--- config.mk ---
export PLATFORM = sky130hd
export DESIGN_NAME = pg_xlate_tlb
export DESIGN_NICKNAME = d
export VERILOG_FILES = /design/src/rtl/tlb_pkg.sv /design/src/rtl/tlb_entry_array.sv /design/src/rtl/tlb_fifo_ptr.sv /design/src/rtl/pg_xlate_tlb.sv
export SDC_FILE = /design/constraint.sdc
export NUM_CORES = 2
export LEC_CHECK = 0
export BUFFER_PORTS_ARGS = -buffer_cell sky130_fd_sc_hd__buf_4
export CAP_MARGIN = 20
export CORE_ASPECT_RATIO = 1.1
export CORE_MARGIN = 10
export CORE_UTILIZATION = 30
export DETAILED_ROUTE_END_ITERATION = 12
export PLACE_DENSITY = 0.48
export SLEW_MARGIN = 20
export SYNTH_ARGS = -nofsm -noshare
export SYNTH_HDL_FRONTEND = slang
export SYNTH_SLANG_ARGS = --single-unit
--- constraint.sdc ---
create_clock -name clk -period 5.6 [get_ports clk]
set_input_delay 0.84 -clock clk [delete_from_list [all_inputs] [get_ports clk]]
set_output_delay 0.84 -clock clk [all_outputs]
set_load 0.02 [all_outputs]
--- src/rtl/tlb_pkg.sv ---
// Shared types for the page translation cache.
// Assumes the permission check needs only the three per-entry bits below.
package tlb_pkg;

    typedef struct packed {
        logic rd;     // readable in user mode
        logic wr;     // writable in user mode
        logic dirty;  // page already marked modified
    } perm_t;

    // Decide whether an access may use an entry with the given bits
    function automatic logic access_ok(perm_t p, logic is_store, logic is_kern);
        if (is_store && !p.dirty) return 1'b0;
        if (is_kern) return 1'b1;
        return is_store ? p.wr : p.rd;
    endfunction

endpackage

--- src/rtl/tlb_entry_array.sv ---
// Storage for DEPTH translation entries with parallel tag compare.
// Provides a one-hot lookup match, the selected entry's payload, and
// the index of a valid entry matching the refill tag. Assumes tags of
// valid entries are unique, so the match vectors are at most one-hot.
module tlb_entry_array
    import tlb_pkg::*;
#(
    parameter int DEPTH = 32,
    parameter int VPN_W = 20,
    parameter int PPN_W = 20,
    localparam int IDX_W = $clog2(DEPTH)
) (
    input  logic             clk,
    input  logic             rst_n,
    input  logic             clr_all,
    input  logic             wr_en,
    input  logic [IDX_W-1:0] wr_idx,
    input  logic [VPN_W-1:0] wr_vpn,
    input  logic [PPN_W-1:0] wr_ppn,
    input  perm_t            wr_perm,
    input  logic [VPN_W-1:0] lk_vpn,
    output logic [DEPTH-1:0] lk_match,
    output logic [PPN_W-1:0] lk_ppn,
    output perm_t            lk_perm,
    output logic             rf_any,
    output logic [IDX_W-1:0] rf_idx,
    output logic [DEPTH-1:0] vld_vec
);

    logic [PPN_W-1:0] ppn_arr  [DEPTH];
    perm_t            perm_arr [DEPTH];
    logic [DEPTH-1:0] rf_match;

    for (genvar g = 0; g < DEPTH; g++) begin : g_ent
        logic [VPN_W-1:0] tag_q;
        logic [PPN_W-1:0] ppn_q;
        perm_t            perm_q;
        logic             vld_q;

        // Hold one entry: clear on reset or flush, load on a selected write
        always_ff @(posedge clk) begin
            if (!rst_n || clr_all) begin
                vld_q <= 1'b0;
            end else if (wr_en && wr_idx == IDX_W'(g)) begin
                vld_q  <= 1'b1;
                tag_q  <= wr_vpn;
                ppn_q  <= wr_ppn;
                perm_q <= wr_perm;
            end
        end

        assign lk_match[g] = vld_q && (tag_q == lk_vpn);
        assign rf_match[g] = vld_q && (tag_q == wr_vpn);
        assign vld_vec[g]  = vld_q;
        assign ppn_arr[g]  = ppn_q;
        assign perm_arr[g] = perm_q;
    end

    // OR-select the payload of the (single) matching entry
    always_comb begin
        lk_ppn  = '0;
        lk_perm = '0;
        for (int i = 0; i < DEPTH; i++) begin
            if (lk_match[i]) begin
                lk_ppn  = lk_ppn | ppn_arr[i];
                lk_perm = lk_perm | perm_arr[i];
            end
        end
    end

    // Encode the index of the entry already holding the refill tag
    always_comb begin
        rf_idx = '0;
        for (int i = 0; i < DEPTH; i++) begin
            if (rf_match[i]) rf_idx = rf_idx | IDX_W'(i);
        end
        rf_any = |rf_match;
    end

endmodule

--- src/rtl/tlb_fifo_ptr.sv ---
// Round-robin victim pointer for FIFO replacement.
// Advances by one per new allocation, wraps at DEPTH-1, and returns to
// slot 0 on reset or flush. Assumes DEPTH >= 2.
module tlb_fifo_ptr #(
    parameter int DEPTH = 32,
    localparam int IDX_W = $clog2(DEPTH)
) (
    input  logic             clk,
    input  logic             rst_n,
    input  logic             clr_all,
    input  logic             adv,
    output logic [IDX_W-1:0] ptr
);

    localparam logic [IDX_W-1:0] LAST = IDX_W'(DEPTH - 1);

    // Step the pointer on each allocation, wrapping after the last slot
    always_ff @(posedge clk) begin
        if (!rst_n || clr_all) ptr <= '0;
        else if (adv)          ptr <= (ptr == LAST) ? '0 : ptr + 1'b1;
    end

endmodule

--- src/rtl/pg_xlate_tlb.sv ---
// Fully associative page translation cache with permission check.
// Lookup is combinational; refill and flush take effect at the next edge.
// Flush wins over refill. A refill of a present tag rewrites it in place.
module pg_xlate_tlb
    import tlb_pkg::*;
#(
    parameter int VA_W  = 32,
    parameter int PA_W  = 32,
    parameter int OFF_W = 12,
    parameter int DEPTH = 32,
    localparam int VPN_W = VA_W - OFF_W,
    localparam int PPN_W = PA_W - OFF_W,
    localparam int IDX_W = $clog2(DEPTH)
) (
    input  logic             clk,
    input  logic             rst_n,
    input  logic             lk_req,
    input  logic [VA_W-1:0]  lk_va,
    input  logic             lk_store,
    input  logic             lk_kern,
    output logic [PA_W-1:0]  lk_pa,
    output logic             lk_hit,
    output logic             lk_miss,
    output logic             lk_fault,
    input  logic             rf_en,
    input  logic [VPN_W-1:0] rf_vpn,
    input  logic [PPN_W-1:0] rf_ppn,
    input  logic             rf_rd,
    input  logic             rf_wr,
    input  logic             rf_dirty,
    input  logic             flush
);

    logic [DEPTH-1:0] lk_match;
    logic [DEPTH-1:0] vld_vec;
    logic [PPN_W-1:0] sel_ppn;
    perm_t            sel_perm;
    logic             rf_any;
    logic [IDX_W-1:0] rf_idx;
    logic [IDX_W-1:0] ptr;
    logic             wr_en;
    logic             alloc;
    logic [IDX_W-1:0] wr_idx;
    perm_t            wr_perm;
    logic             found;
    logic             allowed;

    assign wr_en   = rf_en && !flush;
    assign alloc   = wr_en && !rf_any;
    assign wr_idx  = rf_any ? rf_idx : ptr;
    assign wr_perm = '{rd: rf_rd, wr: rf_wr, dirty: rf_dirty};

    tlb_entry_array #(
        .DEPTH(DEPTH), .VPN_W(VPN_W), .PPN_W(PPN_W)
    ) u_arr (
        .clk      (clk),
        .rst_n    (rst_n),
        .clr_all  (flush),
        .wr_en    (wr_en),
        .wr_idx   (wr_idx),
        .wr_vpn   (rf_vpn),
        .wr_ppn   (rf_ppn),
        .wr_perm  (wr_perm),
        .lk_vpn   (lk_va[VA_W-1:OFF_W]),
        .lk_match (lk_match),
        .lk_ppn   (sel_ppn),
        .lk_perm  (sel_perm),
        .rf_any   (rf_any),
        .rf_idx   (rf_idx),
        .vld_vec  (vld_vec)
    );

    tlb_fifo_ptr #(.DEPTH(DEPTH)) u_ptr (
        .clk     (clk),
        .rst_n   (rst_n),
        .clr_all (flush),
        .adv     (alloc),
        .ptr     (ptr)
    );

    // Classify the lookup and form the physical address
    always_comb begin
        found    = |lk_match;
        allowed  = access_ok(sel_perm, lk_store, lk_kern);
        lk_hit   = lk_req && found && allowed;
        lk_fault = lk_req && found && !allowed;
        lk_miss  = lk_req && !found;
        lk_pa    = lk_hit ? {sel_ppn, lk_va[OFF_W-1:0]} : '0;
    end

endmodule

==> metrics <==
cell family with the largest share of critical-path delay simple AND/OR/NAND/NOR gates; Finish-stage setup viols 0; CP Depth 13; Achievable Freq 185 MHz; clk_lat worst skew a little over 0.8 ns; GR Overflow Total 0; average wire per standard cell 33.2 um; minimum clock period 5.40 ns; final wirelength about 250000 um; Worst EP required 4.76 ns; Crit-path slowest cell nor4_2; post-synthesis sequential area ratio between 60% and 70%; flop2flop setup slack 1.57 ns; floorplan core area about 0.21 mm^2; LEAKAGE around 24 nW; Resized cells post-CTS 0; initial antenna violation count 13; crit path launch lk_va[29]; reg-to-reg endpoint u_arr.g_ent[22].ppn_q[16]$_DFFE_PP_; # H-tree levels 4; Worst R2R Start u_arr.g_ent[15].tag_q[4]$_DFFE_PP_; Post-CTS Repair Setup Buffers 0; PwrDens slightly above 300 mW/mm^2; Worst Hold Class in -> reg; Max Cap Viol 0; remaining antenna violation count 0; Placed Area roughly 0.071 mm^2; # rows 177; Post-synth EDFFs about 1400; Area growth, synth to finish 19.6%; 1st-iter DRT viols 4444; clk buf depth 3; clk sink count 1413; vias in the first global route between 30000 and 40000; CP Launch Type input port; VDD IR max around 270 uV; crit-path cells buf_4, buf_4, xnor2_1, nand4_1, nor4_2, nand3_1, nand4_1, nor4_1, and3_1, or4b_4, buf_4, nor2_2, buf_4; Setup crit end kind output port; crit path DAT roughly 4.6 ns; Routability Congestion ~0.88; Final Skew 0.0332 ns; Vias/cell ~5.4; starting density of the core a little under a third; crit path to lk_pa[10]; Syn Std Cell Area 0.0635 mm^2; placed insts between 7000 and 8000; hold path start rf_en; library cells used by synthesis 65; Die Y between 500 and 600 um; Period Utilization, post-route a little over nine tenths; Layout Nets approximately 4700; I/O pin cnt ~120; status completed; biggest cell delay along the critical path about 0.7 ns; Power Total between 20 and 25 mW; r2r worst-path depth 12; Slew Limit Fails 0; DP HPWL between 150000 and 200000 um; first-pass GRT wire length 340000 um; Mapped Cells 4237; Final Cell Area between 0.07 and 0.08 mm^2; Mapped Nets about 4300; Synth Warn # 0; die footprint ~0.23 mm^2; pin count of the biggest net entering global routing 44; DRC errors left 0; CTS buffer count 160; most frequent CP cell buf_4; Buf+Inv Stages, Crit Path 4; Via Count around 40000; RSZ-0062 raised after global routing no; CTS tree built; Slew HR 28.4%; Fin. Hold Viols 0; CTS clk-pin slew, worst paths ~0.060 ns; Die W 459 um; Critical Path Fanout Max 16; GRT Total Usage a little over a fifth; port bufs between 100 and 150; drt first pass iters 5; Yosys reg bits roughly 1400; fin cells around 7500; crit path kind in -> out; ys async rst share 0%; share of post-route cells with drive strength above 1 17.3%; clock tree root driver cell clkbuf_16; worst slew pin tran about 1.1 ns; Hold Buf Count CTS 0; Most used DFF post-synth edfxtp_1; Mean Syn Cell Area 15.0 um^2
-- state kept, by name (all words and copies together), names as in the netlist --
| register | count |
|---|---|
| u_arr.g_ent.vld_q | 32 |
| u_ptr.ptr | 5 |
| u_arr.g_ent.ppn_q | 640 |
| u_arr.g_ent.tag_q | 640 |
| u_arr.g_ent.perm_q | 96 |
-- stage by stage --
step | setup WS [ns] | hold slack (ns) | util (%) | TNS, ns
after CTS | 0.198 | 0.322 | 36.0 | 0
final | 0.202 | 0.375 | 36.0 | 0
after global routing | 0.0735 | 0.360 | 36.0 | 0
after detailed placement | 0.230 | 0.463 | 33.6 | 0
after floorplan | 0.363 | 0.431 | - | 0
after global placement | -0.669 | 0.452 | 33.6 | -21.36
-- cells in the final DEF (no fill, tap or decap), types with 7 or more instances in the layout --
cell	count
buf_12	131
clkbuf_1	37
nor2_1	38
a221oi_1	120
nor4_2	26
clkinv_1	29
and3_1	77
clkbuf_8	10
nand3_1	143
clkbuf_16	160
a21oi_1	8
and2_1	13
edfxtp_1	1376
a22oi_1	98
buf_4	362
o21ai_0	26
dfxtp_1	37
nand4_1	248
bufinv_16	8
a22o_1	123
o21ai_1	14
nor2_4	49
nand2_1	71
nor2_2	12
clkinv_2	25
nor4_1	118
nor3_1	27
inv_1	19
xnor2_1	978
xor2_1	298
and4_1	7
-- area by class of cell --
cell class | instances | area [um^2]
multi-input cells | 2559 | 20000
flip-flops and latches | 1413 | 42100
inverters | 20 | 75.1
repair buffers | 493 | 5340
clock inverters | 81 | 767
well taps | 2774 | 3470
diodes | 2 | 5.00
fillers | 20000 | 135000
clock buffers | 207 | 4280
-- report_power, final --
part	leakage, nW	switching, mW	internal [mW]
clock	2.46	4.49	5.79
sequential	12.7	0.00771	11.6
combinational	8.70	0.888	0.477
-- layer usage --
layer / GRT usage (%) / share of wire (%) / wire length, um
met1: 29.0 / 44 / 110000
met2: 34.1 / 47 / 117000
met3: 3.47 / 6.7 / 16700
met4: 5.68 / 2.8 / 6890
met5: 0 / 0.048 / 120
-- cell families (layout without fill, tap and decap cells) --
| family | Yosys count | in the layout | synth area share [%] |
|---|---|---|---|
| flip-flops | 1413 | 1413 | 66.2 |
| XOR/XNOR | 1277 | 1277 | 17.6 |
| AND/OR/NAND/NOR | 865 | 865 | 8.16 |
| AO/OA/AOI/OAI | 414 | 414 | 5.23 |
| buffers and inverters | 265 | 801 | 2.75 |
| adder cells (fa/ha/maj) | 2 | 2 | 0.0394 |
| multiplexers | 1 | 1 | 0.0158 |
| other | 0 | 2 | 0 |
-- worst register-to-register path, delay by kind of cell, from the launching register on --
family | cells | cell delay (ns)
compound gates | 2 | 0.57
xor+xnor | 1 | 0.21
flops | 1 | 0.42
simple gates | 6 | 1.69
buf+inv | 3 | 0.73
-- synthesized netlist by cell type, types with 3 or more instances --
| library cell | instances | area share (%) |
|---|---|---|
| a221oi_1 | 120 | 1.7 |
| nor3_1 | 27 | 0.21 |
| and4_1 | 8 | 0.11 |
| nand3_1 | 143 | 1.1 |
| o21ai_0 | 26 | 0.20 |
| nor2_4 | 17 | 0.30 |
| a22o_1 | 123 | 1.7 |
| and3_1 | 80 | 0.79 |
| nor4_4 | 3 | 0.10 |
| dfxtp_1 | 37 | 1.2 |
| xnor2_1 | 978 | 13 |
| nor2_2 | 12 | 0.12 |
| buf_8 | 3 | 0.071 |
| edfxtp_1 | 1376 | 65 |
| nand4_1 | 248 | 2.4 |
| o21ai_1 | 16 | 0.13 |
| o2111ai_1 | 3 | 0.041 |
| nor4_2 | 25 | 0.49 |
| nand2b_1 | 3 | 0.030 |
| nand3b_1 | 3 | 0.035 |
| nor4_1 | 119 | 1.2 |
| buf_1 | 9 | 0.053 |
| nand2_1 | 71 | 0.42 |
| buf_6 | 55 | 0.97 |
| nor3b_1 | 3 | 0.035 |
| inv_1 | 19 | 0.11 |
| a21bo_2 | 4 | 0.063 |
| nor2_1 | 70 | 0.41 |
| a21oi_1 | 8 | 0.063 |
| nor2b_1 | 5 | 0.049 |
| buf_2 | 53 | 0.42 |
| clkbuf_1 | 65 | 0.38 |
| buf_4 | 59 | 0.70 |
| and2_1 | 16 | 0.16 |
| a22oi_1 | 98 | 1.2 |
| xor2_1 | 298 | 4.1 |
-- how the worst min path moves through the flow --
stage	to	slack (ns)	depth (start not counted)
final	u_ptr.ptr[1]$_SDFFE_PP0P_	0.37	3
after global routing	u_ptr.ptr[1]$_SDFFE_PP0P_	0.36	3
after CTS	u_ptr.ptr[1]$_SDFFE_PP0P_	0.32	3
after detailed placement	u_arr.g_ent[0].vld_q$_SDFFE_PP0P_	0.46	2
after global placement	u_arr.g_ent[4].vld_q$_SDFFE_PP0P_	0.45	2
after floorplan	u_arr.g_ent[11].vld_q$_SDFFE_PP0P_	0.43	2
Power figures use the tool's default switching activity.
